## src/rtl/rx_pkg.sv

```systemverilog
package rx_pkg;
  typedef enum logic {
    CLS_REQ = 1'b0,
    CLS_RSP = 1'b1
  } msg_class_e;

  function automatic int unsigned idx_width(input int unsigned n);
    return (n > 1) ? $clog2(n) : 1;
  endfunction
endpackage

```

## src/rtl/rx_fifo.sv

```systemverilog
module rx_fifo #(
  parameter int unsigned DEPTH = 4,
  parameter int unsigned WIDTH = 8
) (
  input  logic                         clk,
  input  logic                         rst,
  input  logic                         push,
  input  logic [WIDTH-1:0]             din,
  input  logic                         pop,
  output logic [WIDTH-1:0]             dout,
  output logic                         empty,
  output logic                         full,
  output logic [$clog2(DEPTH+1)-1:0]   level
);
  localparam int unsigned PW = rx_pkg::idx_width(DEPTH);
  localparam int unsigned LW = $clog2(DEPTH + 1);
  localparam logic [LW-1:0] LVL_MAX = LW'(DEPTH);
  localparam logic [PW-1:0] PTR_LAST = PW'(DEPTH - 1);

  logic [WIDTH-1:0] mem [DEPTH];
  logic [PW-1:0]    wr_ptr, rd_ptr;
  logic [LW-1:0]    cnt;
  logic             do_push, do_pop;

  assign do_push = push && (cnt != LVL_MAX);
  assign do_pop  = pop && (cnt != '0);

  always_ff @(posedge clk) begin
    if (do_push) mem[wr_ptr] <= din;
  end

  always_ff @(posedge clk) begin
    if (rst) begin
      wr_ptr <= '0;
      rd_ptr <= '0;
      cnt    <= '0;
    end else begin
      if (do_push) wr_ptr <= (wr_ptr == PTR_LAST) ? '0 : wr_ptr + 1'b1;
      if (do_pop)  rd_ptr <= (rd_ptr == PTR_LAST) ? '0 : rd_ptr + 1'b1;
      case ({do_push, do_pop})
        2'b10:   cnt <= cnt + 1'b1;
        2'b01:   cnt <= cnt - 1'b1;
        default: cnt <= cnt;
      endcase
    end
  end

  assign dout  = mem[rd_ptr];
  assign empty = (cnt == '0);
  assign full  = (cnt == LVL_MAX);
  assign level = cnt;
endmodule

```

## src/rtl/rx_credit_table.sv

```systemverilog
module rx_credit_table #(
  parameter int unsigned NODES = 4,
  parameter int unsigned LIMIT = 2,
  parameter int unsigned ID_W  = 2
) (
  input  logic             clk,
  input  logic             rst,
  input  logic             take,
  input  logic [ID_W-1:0]  take_id,
  input  logic             give,
  input  logic [ID_W-1:0]  give_id,
  output logic [NODES-1:0] has_credit
);
  localparam int unsigned CW = $clog2(LIMIT + 1);
  localparam logic [CW-1:0] CNT_MAX = CW'(LIMIT);

  for (genvar n = 0; n < NODES; n++) begin : g_src
    logic [CW-1:0] held;
    logic          inc, dec;
    assign inc = take && (take_id == ID_W'(n));
    assign dec = give && (give_id == ID_W'(n));

    always_ff @(posedge clk) begin
      if (rst) begin
        held <= '0;
      end else begin
        case ({inc, dec})
          2'b10:   held <= held + 1'b1;
          2'b01:   held <= held - 1'b1;
          default: held <= held;
        endcase
      end
    end

    assign has_credit[n] = (held != CNT_MAX);
  end
endmodule

```

## src/rtl/rx_issue_gate.sv

```systemverilog
module rx_issue_gate #(
  parameter int unsigned LIMIT = 2
) (
  input  logic clk,
  input  logic rst,
  input  logic issue_req,
  input  logic reply_done,
  output logic issue_ok
);
  localparam int unsigned CW = $clog2(LIMIT + 1);
  localparam logic [CW-1:0] CNT_MAX = CW'(LIMIT);

  logic [CW-1:0] outstanding, next_cnt;
  logic          grant, retire;

  assign grant  = issue_req && issue_ok;
  assign retire = reply_done && (outstanding != '0);

  always_comb begin
    next_cnt = outstanding;
    if (grant && !retire)      next_cnt = outstanding + 1'b1;
    else if (retire && !grant) next_cnt = outstanding - 1'b1;
  end

  always_ff @(posedge clk) begin
    if (rst) begin
      outstanding <= '0;
      issue_ok    <= 1'b1;
    end else begin
      outstanding <= next_cnt;
      issue_ok    <= (next_cnt != CNT_MAX);
    end
  end
endmodule

```

## src/rtl/rx_class_buffer.sv

```systemverilog
module rx_class_buffer #(
  parameter int unsigned NODES   = 4,
  parameter int unsigned MAX_OUT = 2,
  parameter int unsigned DATA_W  = 8,
  parameter int unsigned ID_W    = rx_pkg::idx_width(NODES)
) (
  input  logic              clk,
  input  logic              rst,
  input  logic              in_valid,
  input  logic              in_is_reply,
  input  logic [ID_W-1:0]   in_src,
  input  logic [DATA_W-1:0] in_data,
  output logic              in_ready,
  output logic              req_deq_valid,
  output logic [ID_W-1:0]   req_deq_src,
  output logic [DATA_W-1:0] req_deq_data,
  input  logic              req_deq_ready,
  output logic              rsp_deq_valid,
  output logic [ID_W-1:0]   rsp_deq_src,
  output logic [DATA_W-1:0] rsp_deq_data,
  input  logic              rsp_deq_ready,
  input  logic              issue_req,
  output logic              issue_ok,
  output logic              nack_valid,
  output logic [ID_W-1:0]   nack_dst
);
  import rx_pkg::*;

  localparam int unsigned REQ_DEPTH = MAX_OUT * (NODES - 1);
  localparam int unsigned RSP_DEPTH = MAX_OUT;
  localparam int unsigned ENT_W     = ID_W + DATA_W;

  msg_class_e              in_cls;
  logic [NODES-1:0]        credit_ok;
  logic                    req_full, req_empty, rsp_full, rsp_empty;
  logic                    req_push, req_pop, rsp_push, rsp_pop, refuse;
  logic [ENT_W-1:0]        req_head, rsp_head;
  logic [$clog2(REQ_DEPTH+1)-1:0] req_level;
  logic [$clog2(RSP_DEPTH+1)-1:0] rsp_level;

  assign in_cls   = msg_class_e'(in_is_reply);
  assign req_push = in_valid && (in_cls == CLS_REQ) && credit_ok[in_src] && !req_full;
  assign refuse   = in_valid && (in_cls == CLS_REQ) && !req_push;
  assign rsp_push = in_valid && (in_cls == CLS_RSP) && !rsp_full;
  assign req_pop  = req_deq_ready && !req_empty;
  assign rsp_pop  = rsp_deq_ready && !rsp_empty;

  rx_fifo #(.DEPTH(REQ_DEPTH), .WIDTH(ENT_W)) u_req_q (
    .clk(clk), .rst(rst), .push(req_push), .din({in_src, in_data}),
    .pop(req_pop), .dout(req_head), .empty(req_empty), .full(req_full),
    .level(req_level)
  );

  rx_fifo #(.DEPTH(RSP_DEPTH), .WIDTH(ENT_W)) u_rsp_q (
    .clk(clk), .rst(rst), .push(rsp_push), .din({in_src, in_data}),
    .pop(rsp_pop), .dout(rsp_head), .empty(rsp_empty), .full(rsp_full),
    .level(rsp_level)
  );

  rx_credit_table #(.NODES(NODES), .LIMIT(MAX_OUT), .ID_W(ID_W)) u_credit (
    .clk(clk), .rst(rst), .take(req_push), .take_id(in_src),
    .give(req_pop), .give_id(req_head[ENT_W-1 -: ID_W]),
    .has_credit(credit_ok)
  );

  rx_issue_gate #(.LIMIT(MAX_OUT)) u_gate (
    .clk(clk), .rst(rst), .issue_req(issue_req), .reply_done(rsp_pop),
    .issue_ok(issue_ok)
  );

  always_ff @(posedge clk) begin
    if (rst) begin
      in_ready   <= 1'b0;
      nack_valid <= 1'b0;
      nack_dst   <= '0;
    end else begin
      in_ready   <= 1'b1;
      nack_valid <= refuse;
      if (refuse) nack_dst <= in_src;
    end
  end

  assign req_deq_valid = !req_empty;
  assign req_deq_src   = req_head[ENT_W-1 -: ID_W];
  assign req_deq_data  = req_head[DATA_W-1:0];
  assign rsp_deq_valid = !rsp_empty;
  assign rsp_deq_src   = rsp_head[ENT_W-1 -: ID_W];
  assign rsp_deq_data  = rsp_head[DATA_W-1:0];
endmodule

```

## config.mk

```make
export PLATFORM = sky130hd
export DESIGN_NAME = rx_class_buffer
export DESIGN_NICKNAME = d
export VERILOG_FILES = /design/src/rtl/rx_pkg.sv /design/src/rtl/rx_fifo.sv /design/src/rtl/rx_credit_table.sv /design/src/rtl/rx_issue_gate.sv /design/src/rtl/rx_class_buffer.sv
export SDC_FILE = /design/constraint.sdc
export NUM_CORES = 1
export LEC_CHECK = 0
export ABC_AREA = 1
export BUFFER_PORTS_ARGS = -buffer_cell sky130_fd_sc_hd__clkbuf_2
export CAP_MARGIN = 20
export CORE_MARGIN = 4
export CORE_UTILIZATION = 53
export CTS_CLUSTER_DIAMETER = 60
export CTS_CLUSTER_SIZE = 40
export DETAILED_ROUTE_END_ITERATION = 6
export PLACE_DENSITY = 0.86
export SLEW_MARGIN = 20
export SYNTH_ARGS = -nofsm -noshare
export SYNTH_HDL_FRONTEND = slang
export SYNTH_HIERARCHICAL = 1
export SYNTH_SLANG_ARGS = --single-unit
```

## constraint.sdc

```tcl
create_clock -name clk -period 2.7 [get_ports clk]
set_input_delay 0 -clock clk [delete_from_list [all_inputs] [get_ports clk]]
set_output_delay 0 -clock clk [all_outputs]
set_load 0.1 [all_outputs]
```

==> impl_metrics.py <==
metrics = {
    "power_and_ir_drop": {
        "irDropWorstVdd_mv": 0.508,
        "p_leak_uw": 0.00222,
        "p_comb_share_pct": 18.9,
        "power.total_uw": 3660,
        "p_clk_share_pct": 28.0,
        "power_density_nw_per_um2": 665,
        "power_switching_uw": 1160,
        "p_int_uw": 2500,
        "switching_share_pct": 31.6,
        "pwr-share-seq_pct": 53.1,
    },
    "finish": {
        "synthToLayoutAreaGrowth_pct": 15.4,
        "drive_gt1_share_pct": 18.9,
        "final_core_util_pct": 63.0,
        "fillers": 685,
        "diodes": 0,
        "final_cell_area_sq_um": 5490,
        "nets": 565,
    },
    "setup_path": {
        "path_buf_inv": 4,
        "critical_path_class": "reg -> reg",
        "crit_path_cell_trace": "inv_2, nand3_2, inv_1, nor3_2, nand3_2, inv_1, nand2_4, ha_1, inv_1, fa_1, a21oi_1",
        "cp-start-kind": "flip-flop",
        "critical_path_required_ps": 2990,
        "crit_family": "adder cells",
        "slowest_delay_ps": 410,
        "arrival_ps": 2580,
        "crit_top_cell": "inv_1",
        "cp.depth": 11,
        "crit_fanout": 9,
        "slowest_stage": "fa_1",
        "rr_worst_depth": 11,
        "setup.worst_path.end_class": "flip-flop",
    },
    "placed_design": {
        "gp_congestion": 0.834,
        "port_buffers": 43,
        "place_ws_ps": 431,
        "hpwl_um": 6870,
        "placed_cell_area_sq_um": 5170,
    },
    "yosys": {
        "synth.largest_area_cell": "edfxtp_1",
        "syn_nets": 499,
        "synth_area_leaders": "edfxtp_1 (50%), dfxtp_1 (13%), nand2_1 (8.2%), nand3_1 (4.8%), nor2_1 (4.3%)",
        "synth_cells": 474,
        "synth.distinct_cells": 27,
        "syn_area_sq_um": 4760,
        "avgSynthCellArea_sq_um": 10.0,
        "synth.top_cell.area_share_pct": 50.5,
        "synth-seq-area-share_pct": 63.9,
        "synth-seq-cells": 112,
        "yosys_warnings": 6,
    },
    "grt": {
        "grtUsageTotal_pct": 19.7,
        "grt_pass1_vias": 3482,
        "antenna_found_initial": 0,
        "grt_pass1_wl_um": 16000,
        "grt_max_degree": 25,
        "grt-ovfl-total": 0,
    },
    "clock_network": {
        "cts_buffers": 9,
        "clk_path_buf_depth": 2,
        "cts-root-buf": "clkbuf_8",
        "cts_htree_levels": 3,
        "clkTransAtPathRegs_ps": 100,
        "clk_latency_ps": 370,
        "cts.sinks": 112,
        "tritoncts": "done",
    },
    "sta": {
        "fmax_ghz": 0.435,
        "setup_tns_ps": 0,
        "finalCritPeriodShare_pct": 85.1,
        "drv_slew": 0,
        "worst_slack_ps": 402,
        "clock_skew_ps": 16.0,
        "hold_violations": 0,
        "rsz0062_at_grt": "no",
        "fin_crit_ps": 2300,
        "max_slew_margin_pct": 63.4,
        "setup_violations": 0,
        "worst_slew_pin_slew_ps": 552,
    },
    "drt": {
        "vias": 3466,
        "drc": 0,
        "ant_nets": 0,
        "first_iter_violations": 167,
        "firstDrtPassIters": 5,
        "highest_layer": "met4",
        "viasPerCell": 5.31,
        "totalWireLength_um": 9790,
        "wire_per_inst_um": 15.0,
        "wl_met1_um": 3930,
        "dr_wl_met2_um": 5140,
        "route.met3.wl_um": 551,
    },
    "floorplan": {
        "num_io_pins": 44,
        "fp.dieW_um": 103,
        "die_h_um": 103,
        "die_area_sq_um": 10600,
        "fp-row-count": 34,
        "start_util_pct": 54.6,
        "coreArea_sq_um": 8720,
    },
    "worst_hold_path": {
        "whs_path_depth": 1,
        "hold_class": "in -> reg",
    },
    "run": {
        "cap_violations": 0,
    },
    "status": {
        "status": "completed",
    },
}
## synthesized netlist by cell type, drive strengths merged
cell    instances
nor3            5
nand4           6
buf             6
nor2           59
dfxtp          32
fa              1
nor4            4
nand3          48
o21ai          29
inv            59
nand2         107
ha              7
clkinv          2
edfxtp         80
clkbuf          4
a21oi          15
mux2           10
## sequential cells by signal (all words and copies together), names as in the netlist, named ones only
register / flops
u_gate/issue_ok: 1
u_req_q/level: 3
in_ready: 1
u_req_q/mem: 60
u_rsp_q/rd_ptr: 1
u_req_q/wr_ptr: 3
u_gate/outstanding: 2
u_rsp_q/mem: 20
nack_dst: 2
nack_valid: 1
u_rsp_q/wr_ptr: 1
u_req_q/rd_ptr: 3
u_credit/g_src.held: 8
u_rsp_q/level: 2
## area by class of cell
cell class	instances	area, sq um	share of cell area (%)
sequential	112	3040	55.4
multi-input combinational	291	1470	26.7
timing repair buffer	65	408	7.42
inverter	61	229	4.17
tap	108	135	2.46
clock buffer	9	124	2.25
clock inverter	7	86.3	1.57
## cells in the final DEF, fill, tap and decap left out, types with 6 or more instances in the layout
cell / netlist / layout
ha_1: 7 / 7
o21ai_0: 19 / 19
clkbuf_2: 2 / 43
mux2_2: 10 / 10
clkbuf_8: 0 / 9
o21ai_1: 10 / 8
buf_4: 2 / 11
dlygate4sd3_1: 0 / 11
edfxtp_1: 80 / 80
nand2_1: 104 / 104
nand3_1: 46 / 46
inv_1: 52 / 52
a21oi_1: 15 / 15
nand4_1: 6 / 6
inv_2: 7 / 7
dfxtp_1: 32 / 32
nor2_1: 54 / 54
## power groups by stage
stage | clock network [uW] | registers (uW) | logic (uW)
2_1_floorplan | 0 | 2010 | 501
3_3_place_gp | 0 | 1970 | 656
3_5_place_dp | 0 | 1980 | 680
4_1_cts | 1050 | 1940 | 695
5_1_grt | 1120 | 1950 | 748
6_report | 1020 | 1940 | 692
## routing by layer
| metal | global-route usage, % | vias up |
|---|---|---|
| li1 | - | 1705 |
| met1 | 22.1 | 1633 |
| met2 | 36.3 | 115 |
| met3 | 4.60 | 13 |
| met4 | 7.07 | 0 |
| met5 | 0 | - |
## path summary, 6_finish.rpt
kind | start | end | slack [ps]
worst max-delay path | u_req_q/level[0] | u_req_q/level[1] | 400
worst min register to register | u_req_q/level[0] | u_req_q/level[0] | 500
worst max register to register | u_req_q/level[0] | u_req_q/level[1] | 400
worst min-delay path | in_src[1] | u_req_q/mem[2][9] | 30
## what timing repair did
| action | 4_1_cts | 5_1_grt |
|---|---|---|
| hold endpoints to repair | 70 | 0 |
| setup buffers | 0 | 0 |
| gates resized for setup | 0 | 0 |
| hold buffers | 11 | 0 |
## cells by family after synthesis
group / after synthesis / share of synthesized area (%)
multiplexers: 10 / 2.37
buffers and inverters: 71 / 5.91
AO/OA/AOI/OAI: 44 / 4.63
flip-flops: 112 / 63.9
adder cells (fa/ha/maj): 8 / 2.26
AND/OR/NAND/NOR: 229 / 20.9
## stage by stage
stage	hold slack [ps]	instances
6_report	27.9	653
5_1_grt	34.8	653
4_1_cts	9.95	653
3_5_place_dp	319	626
3_3_place_gp	299	626
2_1_floorplan	69.1	474
Note: power is estimated with default switching activity, not from simulation.
